`src/rtl/cfg_i2c_pkg.sv`:
```
package cfg_i2c_pkg;
   localparam int BYTE_BITS = 8;
   localparam int ADDR_BITS = 7;

   typedef enum logic [2:0] {
      ST_IDLE,
      ST_ADDR,
      ST_ADDR_ACK,
      ST_WR_BYTE,
      ST_WR_ACK,
      ST_RD_BYTE,
      ST_RD_ACK
   } slv_state_e;
endpackage

```
`src/rtl/cfg_i2c_line_filter.sv`:
```
module cfg_i2c_line_filter #(
   parameter int SYNC_STAGES = 2,
   parameter int FILT_LEN    = 3
) (
   input  logic clk,
   input  logic rst_n,
   input  logic line_i,
   output logic line_o
);
   logic [SYNC_STAGES-1:0] sync_q;
   logic                   samp;

   always_ff @(posedge clk or negedge rst_n) begin
      if (!rst_n) sync_q <= '1;
      else        sync_q <= {sync_q[SYNC_STAGES-2:0], line_i};
   end
   assign samp = sync_q[SYNC_STAGES-1];

   generate
      if (FILT_LEN == 1) begin : g_pass
         always_ff @(posedge clk or negedge rst_n) begin
            if (!rst_n) line_o <= 1'b1;
            else        line_o <= samp;
         end
      end else begin : g_window
         logic [FILT_LEN-1:0] win_q;
         always_ff @(posedge clk or negedge rst_n) begin
            if (!rst_n) begin
               win_q  <= '1;
               line_o <= 1'b1;
            end else begin
               win_q <= {win_q[FILT_LEN-2:0], samp};
               if (&win_q)       line_o <= 1'b1;
               else if (~|win_q) line_o <= 1'b0;
            end
         end
      end
   endgenerate
endmodule

```
`src/rtl/cfg_i2c_bus_events.sv`:
```
module cfg_i2c_bus_events (
   input  logic clk,
   input  logic rst_n,
   input  logic scl_f,
   input  logic sda_f,
   output logic start_evt,
   output logic stop_evt,
   output logic scl_rise,
   output logic scl_fall
);
   logic scl_q, sda_q;

   always_ff @(posedge clk or negedge rst_n) begin
      if (!rst_n) begin
         scl_q <= 1'b1;
         sda_q <= 1'b1;
      end else begin
         scl_q <= scl_f;
         sda_q <= sda_f;
      end
   end

   assign start_evt = scl_f & scl_q & sda_q & ~sda_f;
   assign stop_evt  = scl_f & scl_q & ~sda_q & sda_f;
   assign scl_rise  = scl_f & ~scl_q;
   assign scl_fall  = ~scl_f & scl_q;
endmodule

```
`src/rtl/cfg_i2c_slave_ctrl.sv`:
```
module cfg_i2c_slave_ctrl
   import cfg_i2c_pkg::*;
#(
   parameter int PTR_W = 8
) (
   input  logic                 clk,
   input  logic                 rst_n,
   input  logic                 sda_f,
   input  logic                 start_evt,
   input  logic                 stop_evt,
   input  logic                 scl_rise,
   input  logic                 scl_fall,
   input  logic [ADDR_BITS-1:0] dev_addr_i,
   output logic                 sda_oe_o,
   output logic                 reg_wr_o,
   output logic [PTR_W-1:0]     reg_waddr_o,
   output logic [BYTE_BITS-1:0] reg_wdata_o,
   output logic [PTR_W-1:0]     reg_raddr_o,
   input  logic [BYTE_BITS-1:0] reg_rdata_i,
   output logic                 reg_rclr_o,
   output logic [PTR_W-1:0]     reg_rclr_addr_o
);
   localparam int CNT_W = $clog2(BYTE_BITS + 1);
   localparam logic [CNT_W-1:0] FULL = CNT_W'(BYTE_BITS);

   slv_state_e           state_q;
   logic [CNT_W-1:0]     bit_cnt_q;
   logic [BYTE_BITS-1:0] rx_q, tx_q;
   logic [PTR_W-1:0]     ptr_q;
   logic                 first_q, rw_q, nack_q;
   logic                 byte_done;

   assign byte_done   = (bit_cnt_q == FULL);
   assign reg_raddr_o = ptr_q;

   always_ff @(posedge clk or negedge rst_n) begin
      if (!rst_n) begin
         state_q         <= ST_IDLE;
         bit_cnt_q       <= '0;
         rx_q            <= '0;
         tx_q            <= '0;
         ptr_q           <= '0;
         first_q         <= 1'b0;
         rw_q            <= 1'b0;
         nack_q          <= 1'b0;
         sda_oe_o        <= 1'b0;
         reg_wr_o        <= 1'b0;
         reg_waddr_o     <= '0;
         reg_wdata_o     <= '0;
         reg_rclr_o      <= 1'b0;
         reg_rclr_addr_o <= '0;
      end else begin
         reg_wr_o   <= 1'b0;
         reg_rclr_o <= 1'b0;
         if (start_evt) begin
            state_q   <= ST_ADDR;
            bit_cnt_q <= '0;
            sda_oe_o  <= 1'b0;
            first_q   <= 1'b1;
         end else if (stop_evt) begin
            state_q  <= ST_IDLE;
            sda_oe_o <= 1'b0;
         end else begin
            unique case (state_q)
               ST_IDLE: ;
               ST_ADDR, ST_WR_BYTE: begin
                  if (scl_rise && !byte_done) begin
                     rx_q      <= {rx_q[BYTE_BITS-2:0], sda_f};
                     bit_cnt_q <= bit_cnt_q + 1'b1;
                  end
                  if (scl_fall && byte_done) begin
                     if (state_q == ST_ADDR) begin
                        if (rx_q[BYTE_BITS-1:1] == dev_addr_i) begin
                           rw_q     <= rx_q[0];
                           sda_oe_o <= 1'b1;
                           state_q  <= ST_ADDR_ACK;
                        end else begin
                           state_q <= ST_IDLE;
                        end
                     end else begin
                        sda_oe_o <= 1'b1;
                        state_q  <= ST_WR_ACK;
                        if (first_q) begin
                           ptr_q   <= rx_q[PTR_W-1:0];
                           first_q <= 1'b0;
                        end else begin
                           reg_wr_o    <= 1'b1;
                           reg_waddr_o <= ptr_q;
                           reg_wdata_o <= rx_q;
                           ptr_q       <= ptr_q + 1'b1;
                        end
                     end
                  end
               end
               ST_ADDR_ACK, ST_WR_ACK: begin
                  if (scl_fall) begin
                     bit_cnt_q <= '0;
                     if (state_q == ST_ADDR_ACK && rw_q) begin
                        tx_q     <= reg_rdata_i;
                        sda_oe_o <= ~reg_rdata_i[BYTE_BITS-1];
                        state_q  <= ST_RD_BYTE;
                     end else begin
                        sda_oe_o <= 1'b0;
                        state_q  <= ST_WR_BYTE;
                     end
                  end
               end
               ST_RD_BYTE: begin
                  if (scl_rise && !byte_done) bit_cnt_q <= bit_cnt_q + 1'b1;
                  if (scl_fall) begin
                     if (byte_done) begin
                        sda_oe_o        <= 1'b0;
                        reg_rclr_o      <= 1'b1;
                        reg_rclr_addr_o <= ptr_q;
                        ptr_q           <= ptr_q + 1'b1;
                        state_q         <= ST_RD_ACK;
                     end else begin
                        tx_q     <= {tx_q[BYTE_BITS-2:0], 1'b0};
                        sda_oe_o <= ~tx_q[BYTE_BITS-2];
                     end
                  end
               end
               ST_RD_ACK: begin
                  if (scl_rise) nack_q <= sda_f;
                  if (scl_fall) begin
                     if (nack_q) begin
                        state_q <= ST_IDLE;
                     end else begin
                        bit_cnt_q <= '0;
                        tx_q      <= reg_rdata_i;
                        sda_oe_o  <= ~reg_rdata_i[BYTE_BITS-1];
                        state_q   <= ST_RD_BYTE;
                     end
                  end
               end
               default: state_q <= ST_IDLE;
            endcase
         end
      end
   end
endmodule

```
`src/rtl/cfg_i2c_slave.sv`:
```
module cfg_i2c_slave #(
   parameter int SYNC_STAGES = 2,
   parameter int FILT_LEN    = 3,
   parameter int PTR_W       = 8
) (
   input  logic             clk,
   input  logic             rst_n,
   input  logic             scl_i,
   input  logic             sda_i,
   output logic             sda_oe_o,
   input  logic [6:0]       dev_addr_i,
   output logic             reg_wr_o,
   output logic [PTR_W-1:0] reg_waddr_o,
   output logic [7:0]       reg_wdata_o,
   output logic [PTR_W-1:0] reg_raddr_o,
   input  logic [7:0]       reg_rdata_i,
   output logic             reg_rclr_o,
   output logic [PTR_W-1:0] reg_rclr_addr_o
);
   localparam int NUM_LINES = 2;

   generate
      if (SYNC_STAGES < 2) begin : g_bad_sync
         $error("SYNC_STAGES must be at least 2");
      end
      if (FILT_LEN < 1) begin : g_bad_filt
         $error("FILT_LEN must be at least 1");
      end
      if (PTR_W < 1 || PTR_W > 8) begin : g_bad_ptr
         $error("PTR_W must lie in 1..8");
      end
   endgenerate

   logic [NUM_LINES-1:0] raw_lines, filt_lines;
   logic start_evt, stop_evt, scl_rise, scl_fall;

   assign raw_lines = {sda_i, scl_i};

   for (genvar i = 0; i < NUM_LINES; i++) begin : g_filt
      cfg_i2c_line_filter #(
         .SYNC_STAGES(SYNC_STAGES),
         .FILT_LEN   (FILT_LEN)
      ) u_filt (
         .clk   (clk),
         .rst_n (rst_n),
         .line_i(raw_lines[i]),
         .line_o(filt_lines[i])
      );
   end

   cfg_i2c_bus_events u_events (
      .clk      (clk),
      .rst_n    (rst_n),
      .scl_f    (filt_lines[0]),
      .sda_f    (filt_lines[1]),
      .start_evt(start_evt),
      .stop_evt (stop_evt),
      .scl_rise (scl_rise),
      .scl_fall (scl_fall)
   );

   cfg_i2c_slave_ctrl #(.PTR_W(PTR_W)) u_ctrl (
      .clk            (clk),
      .rst_n          (rst_n),
      .sda_f          (filt_lines[1]),
      .start_evt      (start_evt),
      .stop_evt       (stop_evt),
      .scl_rise       (scl_rise),
      .scl_fall       (scl_fall),
      .dev_addr_i     (dev_addr_i),
      .sda_oe_o       (sda_oe_o),
      .reg_wr_o       (reg_wr_o),
      .reg_waddr_o    (reg_waddr_o),
      .reg_wdata_o    (reg_wdata_o),
      .reg_raddr_o    (reg_raddr_o),
      .reg_rdata_i    (reg_rdata_i),
      .reg_rclr_o     (reg_rclr_o),
      .reg_rclr_addr_o(reg_rclr_addr_o)
   );
endmodule

```
`config.mk`:
```
export PLATFORM = sky130hd
export DESIGN_NAME = cfg_i2c_slave
export DESIGN_NICKNAME = d
export VERILOG_FILES = /design/src/rtl/cfg_i2c_pkg.sv /design/src/rtl/cfg_i2c_line_filter.sv /design/src/rtl/cfg_i2c_bus_events.sv /design/src/rtl/cfg_i2c_slave_ctrl.sv /design/src/rtl/cfg_i2c_slave.sv
export SDC_FILE = /design/constraint.sdc
export NUM_CORES = 1
export LEC_CHECK = 0
export BUFFER_PORTS_ARGS = -buffer_cell sky130_fd_sc_hd__buf_2
export CAP_MARGIN = 20
export CORE_AREA = 2 2 83 85
export DETAILED_ROUTE_END_ITERATION = 7
export DIE_AREA = 0 0 85 87
export GPL_TIMING_DRIVEN = 0
export PLACE_DENSITY = 0.75
export SLEW_MARGIN = 5
export SYNTH_ARGS = -nofsm -noshare
export SYNTH_HDL_FRONTEND = slang
export SYNTH_SLANG_ARGS = --single-unit
```
`constraint.sdc`:
```
create_clock -name clk -period 2.45 [get_ports clk]
set_clock_uncertainty 0.05 [all_clocks]
set_input_delay 0.49 -clock clk [delete_from_list [all_inputs] [get_ports clk]]
set_output_delay 0.49 -clock clk [all_outputs]
set_load 0.005 [all_outputs]
```
* After elaboration in Yosys (flattened, before gate mapping)
Index checks and enable logic that the tools add are counted.
Widths: inputs -> output; s select.
** Cells by class
- Add/subtract/negate cells :: 2
- Reduce and logical (&&, ||, !) cells :: 29
- Bitwise logic cells :: 17
- Equality and inequality tests :: 33
- Muxes and demuxes :: 64
** Operators by type and width (count)
- $mux 7 :: 6
- $mux 8 :: 5
- $mux 1 :: 31
- $mux 3 :: 10
- $mux 4 :: 6
- $reduce_and 6->1 :: 4
- $pmux 7 s3 :: 1
- $ne 4x3->1 const B :: 5
- $ne 2x1->1 const B :: 8
- $pmux 8 s2 :: 1
- $pmux 3 s5 :: 1
- $reduce_and 7->1 :: 2
- $pmux 4 s3 :: 1
- $reduce_and 4->1 :: 3
- $ne 2x2->1 const B :: 5
- $not 1->1 :: 10
- $eq 3x3->1 const B :: 3
- $reduce_and 9->1 :: 1
- $reduce_or 3->1 :: 3
- $add 8x1->8 const B :: 1
- $and 1x1->1 :: 7
- $eq 7x7->1 :: 1
- $eq 3x2->1 const B :: 2
- $ne 3x2->1 const B :: 2
- other kinds (19) :: 26
** Storage, ports and cells
- Flip-flop bits (word level) :: 74
- Input port bits :: 19
- Output and inout bits :: 35

* Depth between registers and ports, before layout
Gate-level depths: netlist (run 1).
- Depth in word-level cells :: 7
- Depth in mapped cells :: 7
- Depth with buffers taken out :: 6

* Modules after synthesis
A second synthesis (run 1) with hierarchy kept.
** Second synthesis, totals
- Cell total of the unflattened synthesis :: 288
- Area total of the unflattened synthesis :: 3454.6 um^2
** By module, submodules not included
- cfg_i2c_slave_ctrl :: cells each 262, seq. area each 1501.4 um^2, area an instance 3014.1 um^2, instances 1
- cfg_i2c_line_filter :: cells each 10, seq. area each 157.7 um^2, area an instance 176.4 um^2, instances 2
- cfg_i2c_bus_events :: cells each 6, seq. area each 52.6 um^2, area an instance 87.6 um^2, instances 1

* Worst setup path before layout (run 1)
Ideal clock, no wire load.
- Path type :: reg-to-reg
- Start :: register g_filt[1].u_filt.line_o
- End :: register u_ctrl.tx_q[1]
- Setup time :: 125 ps
- Path slack :: 420 ps
- Buffers on the path :: 1
- Cell stages (with the launch flop) :: 6
- Arrival time :: 1856 ps
- Required time :: 2275 ps
- Cells stage by stage :: dfstp_2 xor2_1 and2_0 buf_2 a2111oi_4 mux2_2
** On the way
- Longest elaborated chain between the ends :: 4
- Elaborated cells on any way between the ends :: 6
- Those cells by class :: 5 x bitwise; 1 x reduce/logical
** Ends and longest elaborated chain
- start, declared :: RTL line cfg_i2c_line_filter.sv:8 : output logic line_o
- start signal, assigned :: RTL line cfg_i2c_line_filter.sv:30 : line_o <= 1'b1;
- start signal, assigned :: RTL line cfg_i2c_line_filter.sv:33 : if (&win_q) line_o <= 1'b1;
- start signal, assigned :: RTL line cfg_i2c_line_filter.sv:34 : else if (~|win_q) line_o <= 1'b0;
- $not 1->1 :: RTL line cfg_i2c_bus_events.sv:23 : assign start_evt = scl_f & scl_q & sda_q & ~sda_f;
- $and 1x1->1 :: RTL line cfg_i2c_bus_events.sv:23
- $not 1->1 (no source line)
- $reduce_and 9->1 (no source line) (*)
- end signal, assigned :: RTL line cfg_i2c_slave_ctrl.sv:99 : tx_q <= reg_rdata_i;
- end signal, assigned :: RTL line cfg_i2c_slave_ctrl.sv:118 : tx_q <= {tx_q[BYTE_BITS-2:0], 1'b0};
- end signal, assigned :: RTL line cfg_i2c_slave_ctrl.sv:130 : tx_q <= reg_rdata_i;
- end, declared :: RTL line cfg_i2c_slave_ctrl.sv:28 : logic [BYTE_BITS-1:0] rx_q, tx_q;
Every way passes the cells marked *; elsewhere a longest branch is shown, timed or not.
A chain may end at the register's enable or synchronous reset.

* Worst setup path in the final report (run 1)
- Start :: register u_ctrl.state_q[1]
- End :: register u_ctrl.reg_rclr_addr_o[7]
** On the way
- Longest elaborated chain between the ends :: 2
** Ends and longest elaborated chain
- start, declared :: RTL line cfg_i2c_slave_ctrl.sv:26 : slv_state_e state_q;
- start signal, assigned :: RTL line cfg_i2c_slave_ctrl.sv:38 : state_q <= ST_IDLE;
- start signal, assigned :: RTL line cfg_i2c_slave_ctrl.sv:56 : state_q <= ST_ADDR;
- start signal, assigned :: RTL line cfg_i2c_slave_ctrl.sv:61 : state_q <= ST_IDLE;
- $eq 3x3->1 :: RTL line cfg_i2c_slave_ctrl.sv:64 : unique case (state_q)
- $reduce_and 5->1 (no source line)
- end signal, assigned :: RTL line cfg_i2c_slave_ctrl.sv:114 : reg_rclr_addr_o <= ptr_q;
- end, declared :: RTL line cfg_i2c_slave_ctrl.sv:21 : output logic [PTR_W-1:0] reg_rclr_addr_o
No other way between the ends.

==> results of run 1 <==
worst max-delay path: cells and delay by family (launching register included):
kind	cells	cell delay, ns
buffers and inverters	1	0.21
and+or+nand+nor	2	1.11
muxes	1	0.41
DFF	1	0.42
cell type report:
cell class / count / share of cell area
Buffer: 12 / 0.0135
Clock buffer: 11 / 0.0315
Clock inverter: 5 / 0.0246
Inverter: 16 / 0.0144
Multi-Input combinational cell: 190 / 0.374
Sequential cell: 74 / 0.449
Tap cell: 80 / 0.0240
Timing Repair Buffer: 54 / 0.0691
power by group through the flow:
stage,Combinational [W],Clock (W),Sequential [W]
floorplan,0.000412,0,0.00151
global placement,0.000535,0,0.00157
finish,0.000567,0.00111,0.00155
global route,0.000627,0.00118,0.00158
detailed placement,0.000553,0,0.00157
CTS,0.000558,0.00113,0.00155
Yosys cell counts, types with 2 or more instances:
cell type  instances
nand4_1            4
nand3b_1           5
o31ai_1            2
and3_1             2
and3b_1            2
o211ai_1           7
mux2i_1            6
dfstp_2           14
or4_1              2
a2111o_1           2
a22oi_1            2
nand4b_1           2
dfrtp_1           60
xor2_1             8
nor2b_1            2
a211o_1            2
a22o_1             2
a2bb2oi_1          3
nor3_1             4
ha_1               3
mux2_2            45
o311ai_0           3
o2bb2ai_1          2
o21ai_0           14
a21boi_0           4
buf_2              6
a21oi_1           15
clkbuf_1           5
nand3_1            6
a21o_1             4
nand2_1           10
o22ai_1            3
nand2b_1           3
inv_1             16
nor2_1             3
flip-flops by register name, indices dropped and copies added (netlist names), 2 cells and up:
name,cells
g_filt.u_filt.g_window.win_q,6
g_filt.u_filt.line_o,2
g_filt.u_filt.sync_q,4
u_ctrl.bit_cnt_q,4
u_ctrl.reg_raddr_o,8
u_ctrl.reg_rclr_addr_o,8
u_ctrl.reg_waddr_o,8
u_ctrl.reg_wdata_o,8
u_ctrl.rx_q,8
u_ctrl.state_q,3
u_ctrl.tx_q,7
through the flow:
stage | worst slack, ns | TNS [ns]
floorplan | 0.420 | 0
global placement | 0.0624 | 0
detailed placement | 0.0441 | 0
CTS | 0.0157 | 0
global route | -0.00178 | -0.00178
finish | 0.119 | 0
metal layers:
metal	track usage	wire length [µm]	vias up
met5	0	0	-
met4	0.0765	125	0
met3	0.0474	378	13
met2	0.330	3580	88
met1	0.288	3430	1267
li1	-	-	1207
path summary, 6_finish.rpt:
check	start	endpoint	cells past startpoint	slack [ns]
worst max-delay path	u_ctrl.state_q[1]$_DFFE_PN0P_	u_ctrl.reg_rclr_addr_o[7]$_DFFE_PN0P_	4	0.12
worst min-delay path	rst_n	u_ctrl.state_q[2]$_DFFE_PN0P_	1	0.02
worst max register to register	u_ctrl.state_q[1]$_DFFE_PN0P_	u_ctrl.reg_rclr_addr_o[7]$_DFFE_PN0P_	4	0.12
worst min register to register	g_filt[1].u_filt.sync_q[1]$_DFF_PN1_	g_filt[1].u_filt.g_window.win_q[0]$_DFF_PN1_	0	0.31
max in group asynchronous	rst_n	g_filt[1].u_filt.sync_q[1]$_DFF_PN1_	2	1.71
min in group clk	sda_i	g_filt[1].u_filt.sync_q[0]$_DFF_PN1_	1	0.20
cell families (layout without fill, tap and decap cells):
family	Yosys count	after routing
compound gates	71	71
xor+xnor	9	9
fa+ha+maj	3	3
buf+inv	28	98
flops	74	74
mux	51	51
simple gates	56	56
==> impl_metrics.csv, run 1 <==
group,metric,value,unit
outcome,status,"finished clean",
power_and_ir_drop,pwr-share-comb,0.176,
worst_setup_path,criticalPathCategory,"reg2reg",
clock_tree,holdBufCountCts,0,
power_and_ir_drop,p_seq_frac,0.481,
yosys,synthTopCellsByArea,"dfrtp_1 (43%), mux2_2 (14%), dfstp_2 (10%)",
yosys,ys_ff_latch,74,
timing,max_freq,0.429,GHz
yosys,synth_top_area_frac,0.427,
timing,post-route-min-period,2.33,ns
routing,wirelength,7510,µm
clock_tree,clk_latency,0.34,ns
power_and_ir_drop,peakVddDrop,534,µV
cells_and_area,register_area,1870,µm²
placed_design,dpl-instance-area,3910,µm²
clock_tree,cts_inserted_buffers,9,
clock_tree,path_clk_slew,0.08,ns
timing,maxSlewHeadroom,0.384,
clock_tree,cts-htree-levels,3,
floorplanning,start_util,0.535,
placed_design,routabilityCongestion,0.915,
global_route,antenna_found_initial,0,
cells_and_area,fill_cells,510,
power_and_ir_drop,clkPwrFrac,0.344,
placed_design,hpwl,5240,µm
timing,hold_viol,0,
power_and_ir_drop,power,0.00323,W
routing,antenna_left,0,
cells_and_area,num_antenna_cells,0,
yosys,avgSynthCellArea,12.0,µm²
power_and_ir_drop,p_per_area,775,nW/µm²
floorplanning,coreArea,6570,µm²
routing,vias,2575,
yosys,yosys.area_share.adder,0.0107,
yosys,synth_compound_area_frac,0.144,
routing,drt_iter0_drc,201,
clock_tree,cts_tree,"done",
cells_and_area,stdcell_count,442,
yosys,synth-edff-count,0,
clock_tree,post_cts_resize_count,0,
yosys,synth_area,3520,µm²
yosys,synth_top_family_by_area,"multiplexers",
clock_tree,clock-sinks,74,
floorplanning,rows,30,
flow_run,max_cap_viol_count,0,
power_and_ir_drop,p_sw_frac,0.281,
yosys,synth-seq-area-share,0.531,
worst_setup_path,critPathRequiredTime,2.62,ns
power_and_ir_drop,p_sw,0.000906,W
global_route,grt_max_degree,46,
timing,slew_violations,0,
clock_tree,cts_setup_buffers,0,
global_route,grt_overflow,0,
yosys,ys.flop_type,"dfrtp_1",
global_route,grt_pass1_vias,2506,
floorplanning,die_h,87,µm
global_route,grt_pass1_wl,12100,µm
routing,drc_errors,0,
power_and_ir_drop,p_int,0.00232,W
clock_tree,cts_buffer_depth,2,
worst_setup_path,path_cells,"clkbuf_2 -> nand3b_1 -> nor3_2 -> mux2_2",
power_and_ir_drop,leakagePower,1.98,nW
cells_and_area,multi_input_area,1560,µm²
worst_setup_path,arrival,2.50,ns
cells_and_area,nets,379,
placed_design,port_buffers,53,
cells_and_area,final_cell_mix,"dfrtp_1 (60), buf_2 (57), mux2_2 (45)",
yosys,async_flop_share,1.00,
yosys,syn_nets,314,
yosys,ys_types,54,
clock_tree,cts_root_buf,"clkbuf_8",
timing,worst_pin_slew,0.915,ns
worst_setup_path,crit_fanout,10,
yosys,synthSimpleGateAreaFrac,0.0975,
worst_setup_path,startpoint_type,"flop",
cells_and_area,areaGrowthSynthToFinish,18.5,%
cells_and_area,utilization,0.634,
routing,via_per_inst,5.83,
placed_design,dp_cells,426,
yosys,synth.mux.area_fraction,0.161,
routing,wl_per_cell,17.0,µm
cells_and_area,finalInstanceArea,4170,µm²
cells_and_area,layout-drive-gt1-share,0.392,
yosys,synthXorXnorAreaFrac,0.0224,
worst_setup_path,cp_slowest_stage_delay,0.70,ns
timing,final-setup-viol-count,0,
yosys,yosysWarnings,0,
floorplanning,die_x,85,µm
worst_setup_path,end_kind,"flop",
timing,hold_slack,0.0176,ns
routing,drt_first_pass_iters,4,
min_path,min_path_type,"in2async",
yosys,syn_inst,292,
global_route,gr-usage-all-layers,0.210,
yosys,synth_largest_area_cell,"dfrtp_1",
worst_setup_path,critPathSlowestCell,"nor3_2",
cells_and_area,layout_commonest_cell,"dfrtp_1",
floorplanning,ios,54,
floorplanning,die_area,7400,µm²
timing,fin_crit_sh,0.951,
No activity file was read; power rests on OpenSTA's default activity.
==> run 2: changes to the inputs <==
Settings changed: BUFFER_PORTS_ARGS -buffer_cell sky130_fd_sc_hd__buf_2 to -buffer_cell sky130_fd_sc_hd__buf_4, HOLD_SLACK_MARGIN set to 0.12.
==> run 2 against run 1 <==
Net effect:
- via count decreased by 0.19%
- non-clock buffer count rose by 6
- first-iteration DRC count fell by 32%
- flip-flop and latch count unchanged
==> impl_metrics.csv, run 2 (synthesis gave the netlist of run 1 again) <==
group,metric,value,unit
global_route,gr-usage-all-layers,0.208,
routing,wl_per_cell,16.4,µm
routing,drc_errors,0,
routing,vias,2570,
worst_setup_path,cp_slowest_stage_delay,0.41,ns
floorplanning,die_h,87,µm
timing,final-setup-viol-count,0,
routing,wirelength,7360,µm
floorplanning,die_x,85,µm
cells_and_area,stdcell_count,448,
placed_design,port_buffers,53,
clock_tree,path_clk_slew,0.08,ns
cells_and_area,register_area,1870,µm²
timing,fin_setup_tns,0,ns
timing,fin_crit_sh,0.947,
cells_and_area,nets,385,
global_route,antenna_found_initial,0,
clock_tree,cts_root_buf,"clkbuf_8",
cells_and_area,num_antenna_cells,0,
cells_and_area,layout-drive-gt1-share,0.402,
cells_and_area,final_cell_mix,"buf_4 (60), dfrtp_1 (60), mux2_2 (45)",
floorplanning,coreArea,6570,µm²
timing,post-route-min-period,2.32,ns
global_route,grt_max_degree,75,
timing,finalWorstSetupSlack,0.129,ns
worst_setup_path,startpoint_type,"flop",
placed_design,dp_slack,0.0124,ns
placed_design,dp_cells,425,
worst_setup_path,end_kind,"flop",
floorplanning,start_util,0.535,
worst_setup_path,crit_fanout,10,
power_and_ir_drop,p_int,0.00223,W
min_path,min_path_type,"in2reg",
placed_design,hpwl,5140,µm
power_and_ir_drop,p_seq_frac,0.491,
timing,grt_setup_unrepaired,"false",
cells_and_area,fill_cells,515,
power_and_ir_drop,p_sw,0.000919,W
power_and_ir_drop,p_per_area,732,nW/µm²
clock_tree,clk_latency,0.34,ns
clock_tree,holdBufCountCts,0,
power_and_ir_drop,p_sw_frac,0.292,
power_and_ir_drop,leakagePower,2.01,nW
timing,worst_pin_slew,0.897,ns
worst_setup_path,arrival,2.50,ns
power_and_ir_drop,peakVddDrop,501,µV
outcome,status,"finished clean",
worst_setup_path,critPathSlowestCell,"dfrtp_1",
routing,via_per_inst,5.74,
flow_run,max_cap_viol_count,0,
power_and_ir_drop,clkPwrFrac,0.326,
worst_setup_path,criticalPathCategory,"reg2reg",
clock_tree,clock-sinks,74,
floorplanning,ios,54,
routing,drt_first_pass_iters,5,
clock_tree,cts_inserted_buffers,9,
worst_setup_path,cp.buffers_inverters,2,
floorplanning,rows,30,
global_route,grt_pass1_vias,2484,
clock_tree,cts_tree,"done",
routing,antenna_left,0,
timing,slew_violations,0,
timing,maxSlewHeadroom,0.402,
global_route,grt_overflow,0,
clock_tree,cts_buffer_depth,2,
cells_and_area,areaGrowthSynthToFinish,22.4,%
global_route,grt_pass1_wl,12000,µm
worst_setup_path,critPathRequiredTime,2.63,ns
clock_tree,cts-htree-levels,3,
worst_setup_path,crit_family,"simple AND/OR/NAND/NOR gates",
worst_setup_path,path_cells,"inv_1 -> ha_1 -> and3b_1 -> nand4_1 -> nor2_4 -> clkbuf_4 -> mux2_2",
placed_design,routabilityCongestion,0.953,
routing,drt_iter0_drc,137,
cells_and_area,multi_input_area,1550,µm²
power_and_ir_drop,pwr-share-comb,0.183,
timing,max_freq,0.431,GHz
timing,hold_viol,0,
floorplanning,die_area,7400,µm²
[run 2: changes by cell type in the layout (fill, tap and decap cells not counted), sizes merged]
cell,change
bufinv,-1
clkinv,+1
buf,+6
inv,+1
clkbuf,-1
[run 2: area by class of cell]
type                            count  area share
Multi-Input combinational cell    190       0.360
Clock buffer                       10      0.0296
Inverter                           16      0.0139
Sequential cell                    74       0.434
Clock inverter                      6      0.0209
Tap cell                           80      0.0232
Buffer                             12      0.0131
Timing Repair Buffer               60       0.105
[run 2: worst paths after layout]
path                                                 startpoint                                      endpoint  slack [ns]  depth (start not counted)
min                                                       sda_i          g_filt[1].u_filt.sync_q[0]$_DFF_PN1_        0.20                          1
min in group asynchronous                                 rst_n               u_ctrl.bit_cnt_q[2]$_DFFE_PN0P_        0.21                          1
max                             u_ctrl.bit_cnt_q[0]$_DFFE_PN0P_             u_ctrl.reg_wdata_o[6]$_DFFE_PN0P_        0.13                          7
max reg2reg                     u_ctrl.bit_cnt_q[0]$_DFFE_PN0P_             u_ctrl.reg_wdata_o[6]$_DFFE_PN0P_        0.13                          7
max in group asynchronous                                 rst_n             u_ctrl.reg_waddr_o[1]$_DFFE_PN0P_        1.55                          1
min reg2reg                g_filt[1].u_filt.sync_q[1]$_DFF_PN1_  g_filt[1].u_filt.g_window.win_q[0]$_DFF_PN1_        0.31                          0
[run 2: timing repair]
action | 4_1_cts | 5_1_grt
setup endpoints to repair | 9 | 11
buffers inserted | 0 | 7
gates resized for setup | 1 | 2
pin swaps | 0 | 1
[run 2: per-layer routing]
layer / track usage / part of all wire
met1: 0.283 / 0.44
met5: 0 / 0
met2: 0.322 / 0.48
met4: 0.0938 / 0.013
met3: 0.0455 / 0.057
[run 2: power by group through the flow]
stage / logic (W) / registers (W) / clock network (W)
final: 0.000576 / 0.00155 / 0.00103
after global routing: 0.000642 / 0.00157 / 0.00111
after CTS: 0.000571 / 0.00155 / 0.00106
after detailed placement: 0.000564 / 0.00157 / 0
after global placement: 0.000542 / 0.00156 / 0
after floorplan: 0.000412 / 0.00151 / 0
[run 2: per-stage QoR]
stage          power (W)  hold slack (ns)  cell area [µm²]   util
3_5_place_dp     0.00213            0.297             4020  0.611
2_1_floorplan    0.00192            0.144             3520      -
3_3_place_gp     0.00211            0.295             4020  0.611
6_report         0.00315            0.199             4310  0.655
4_1_cts          0.00318            0.180             4240  0.645
5_1_grt          0.00332            0.177             4310  0.655
==> run 3: changes to the inputs <==
Settings changed: BUFFER_PORTS_ARGS -buffer_cell sky130_fd_sc_hd__buf_4 to -buffer_cell sky130_fd_sc_hd__buf_2.
==> run 3 against run 2 <==
Net effect:
- clock power increased by 8%
- core utilization decreased by 2.0 points
- fmax decreased by 0.52%
- worst setup slack got worse by 0.012 ns
- wire length increased by 1.5%
- highest routed layer unchanged
- largest cell class unchanged
- combinational power decreased by 1%
- register-to-register slack about the same
==> impl_metrics.csv, run 3 (synthesis gave the netlist of run 1 again) <==
group,metric,value,unit
outcome,status,"finished clean",
placed_design,routabilityCongestion,0.915,
worst_setup_path,r2r-end,"u_ctrl.reg_rclr_addr_o[7]$_DFFE_PN0P_",
cells_and_area,num_antenna_cells,0,
clock_tree,cts_inserted_buffers,9,
worst_setup_path,r2r_cells,4,
power_and_ir_drop,peakVddDrop,533,µV
routing,drt_first_pass_iters,4,
min_path,hold_depth,1,
routing,vias,2585,
min_path,whs_endpoint,"g_filt[1].u_filt.sync_q[0]$_DFF_PN1_",
worst_setup_path,cp_slowest_stage_delay,0.71,ns
global_route,antenna_found_initial,0,
worst_setup_path,path_cells,"clkbuf_2 -> nand3b_1 -> nor3_2 -> mux2_2",
routing,antenna_left,0,
cells_and_area,finalInstanceArea,4180,µm²
clock_tree,path_clk_slew,0.08,ns
timing,maxSlewHeadroom,0.381,
timing,post-route-min-period,2.33,ns
global_route,grt_overflow,0,
placed_design,port_buffers,53,
clock_tree,clock-sinks,74,
routing,drc_errors,0,
floorplanning,die_area,7400,µm²
cells_and_area,stdcell_count,443,
worst_setup_path,reg2reg_from,"u_ctrl.state_q[1]$_DFFE_PN0P_",
clock_tree,cts_tree,"done",
clock_tree,cts_setup_buffers,0,
floorplanning,die_h,87,µm
worst_setup_path,arrival,2.51,ns
flow_run,max_cap_viol_count,0,
routing,drt_iter0_drc,187,
clock_tree,clk_latency,0.34,ns
worst_setup_path,crit_fanout,10,
global_route,gr-usage-all-layers,0.210,
placed_design,dpl-instance-area,3910,µm²
global_route,grt_pass1_vias,2506,
timing,slew_violations,0,
clock_tree,cts-htree-levels,3,
cells_and_area,areaGrowthSynthToFinish,18.7,%
placed_design,dp_cells,426,
worst_setup_path,cp.buffers_inverters,1,
worst_setup_path,end_kind,"flop",
routing,wirelength,7470,µm
cells_and_area,layout_commonest_cell,"dfrtp_1",
floorplanning,coreArea,6570,µm²
worst_setup_path,critPathSlowestCell,"nor3_2",
worst_setup_path,criticalPathCategory,"reg2reg",
clock_tree,cts_root_buf,"clkbuf_8",
cells_and_area,layout-drive-gt1-share,0.391,
floorplanning,rows,30,
clock_tree,cts_buffer_depth,2,
floorplanning,die_x,85,µm
routing,via_per_inst,5.84,
worst_setup_path,critPathRequiredTime,2.62,ns
timing,hold_viol,0,
routing,wl_per_cell,16.9,µm
power_and_ir_drop,p_per_area,773,nW/µm²
cells_and_area,final_cell_mix,"dfrtp_1 (60), buf_2 (57), mux2_2 (45)",
placed_design,hpwl,5240,µm
worst_setup_path,crit_family,"simple AND/OR/NAND/NOR gates",
min_path,min_path_type,"in2reg",
global_route,grt_max_degree,46,
floorplanning,start_util,0.535,
cells_and_area,utilization,0.636,
timing,final-setup-viol-count,0,
timing,worst_pin_slew,0.920,ns
worst_setup_path,startpoint_type,"flop",
timing,fin_crit_sh,0.952,
worst_setup_path,r2r_slack,0.12,ns
timing,max_freq,0.429,GHz
min_path,hp-start,"sda_i",
power_and_ir_drop,leakagePower,1.99,nW
worst_setup_path,critPathLaunch,"u_ctrl.state_q[1]$_DFFE_PN0P_",
global_route,grt_pass1_wl,12100,µm
floorplanning,ios,54,
cells_and_area,nets,380,
run 3: worst max-delay path by stage:
stage / endpoint / cells past startpoint
6_report: u_ctrl.reg_rclr_addr_o[7]$_DFFE_PN0P_ / 4
5_1_grt: u_ctrl.reg_rclr_addr_o[7]$_DFFE_PN0P_ / 4
4_1_cts: u_ctrl.reg_wdata_o[1]$_DFFE_PN0P_ / 7
3_5_place_dp: u_ctrl.reg_wdata_o[1]$_DFFE_PN0P_ / 7
3_3_place_gp: u_ctrl.reg_wdata_o[0]$_DFFE_PN0P_ / 7
2_1_floorplan: u_ctrl.tx_q[1]$_DFFE_PN0P_ / 5
run 3: area by class of cell:
class	instances	area [µm²]
buffer	12	56.3
clock buffer	11	131
inverter	16	60.1
fill	506	2390
tap	80	100
multi-input combinational	190	1560
clock inverter	5	103
timing repair buffer	55	298
sequential	74	1870
run 3: power breakdown:
part	total, W	leakage, nW	internal, W	switching, W
logic	0.000568	0.915	0.000258	0.000309
registers	0.00155	0.957	0.00139	0.000162
clock network	0.00111	0.114	0.000676	0.000433
run 3: worst register-to-register path: stages (launching register included):
cell,delay [ns]
dfrtp_1,0.43
clkbuf_2,0.20
nand3b_1,0.41
nor3_2,0.71
mux2_2,0.42
run 3: through the flow:
stage | setup WS [ns] | hold WS (ns) | power [W] | setup TNS, ns
final | 0.117 | 0.201 | 0.00323 | 0
after global routing | -0.00178 | 0.169 | 0.00339 | -0.00178
after CTS | 0.0157 | 0.183 | 0.00324 | 0
after detailed placement | 0.0441 | 0.297 | 0.00213 | 0
after global placement | 0.0624 | 0.295 | 0.00210 | 0
after floorplan | 0.420 | 0.144 | 0.00192 | 0
run 3: repair_timing:
action,in CTS,in global routing
hold buffers,1,0
resized for setup,0,4
setup endpoints to repair,0,11
endpoints found under the hold margin,29,0
run 3: metal layers:
layer | track usage | routed length [µm] | vias to the layer above
met3 | 0.0474 | 357 | 15
li1 | - | - | 1207
met5 | 0 | 0 | -
met4 | 0.0765 | 141 | 0
met2 | 0.330 | 3550 | 95
met1 | 0.288 | 3420 | 1268
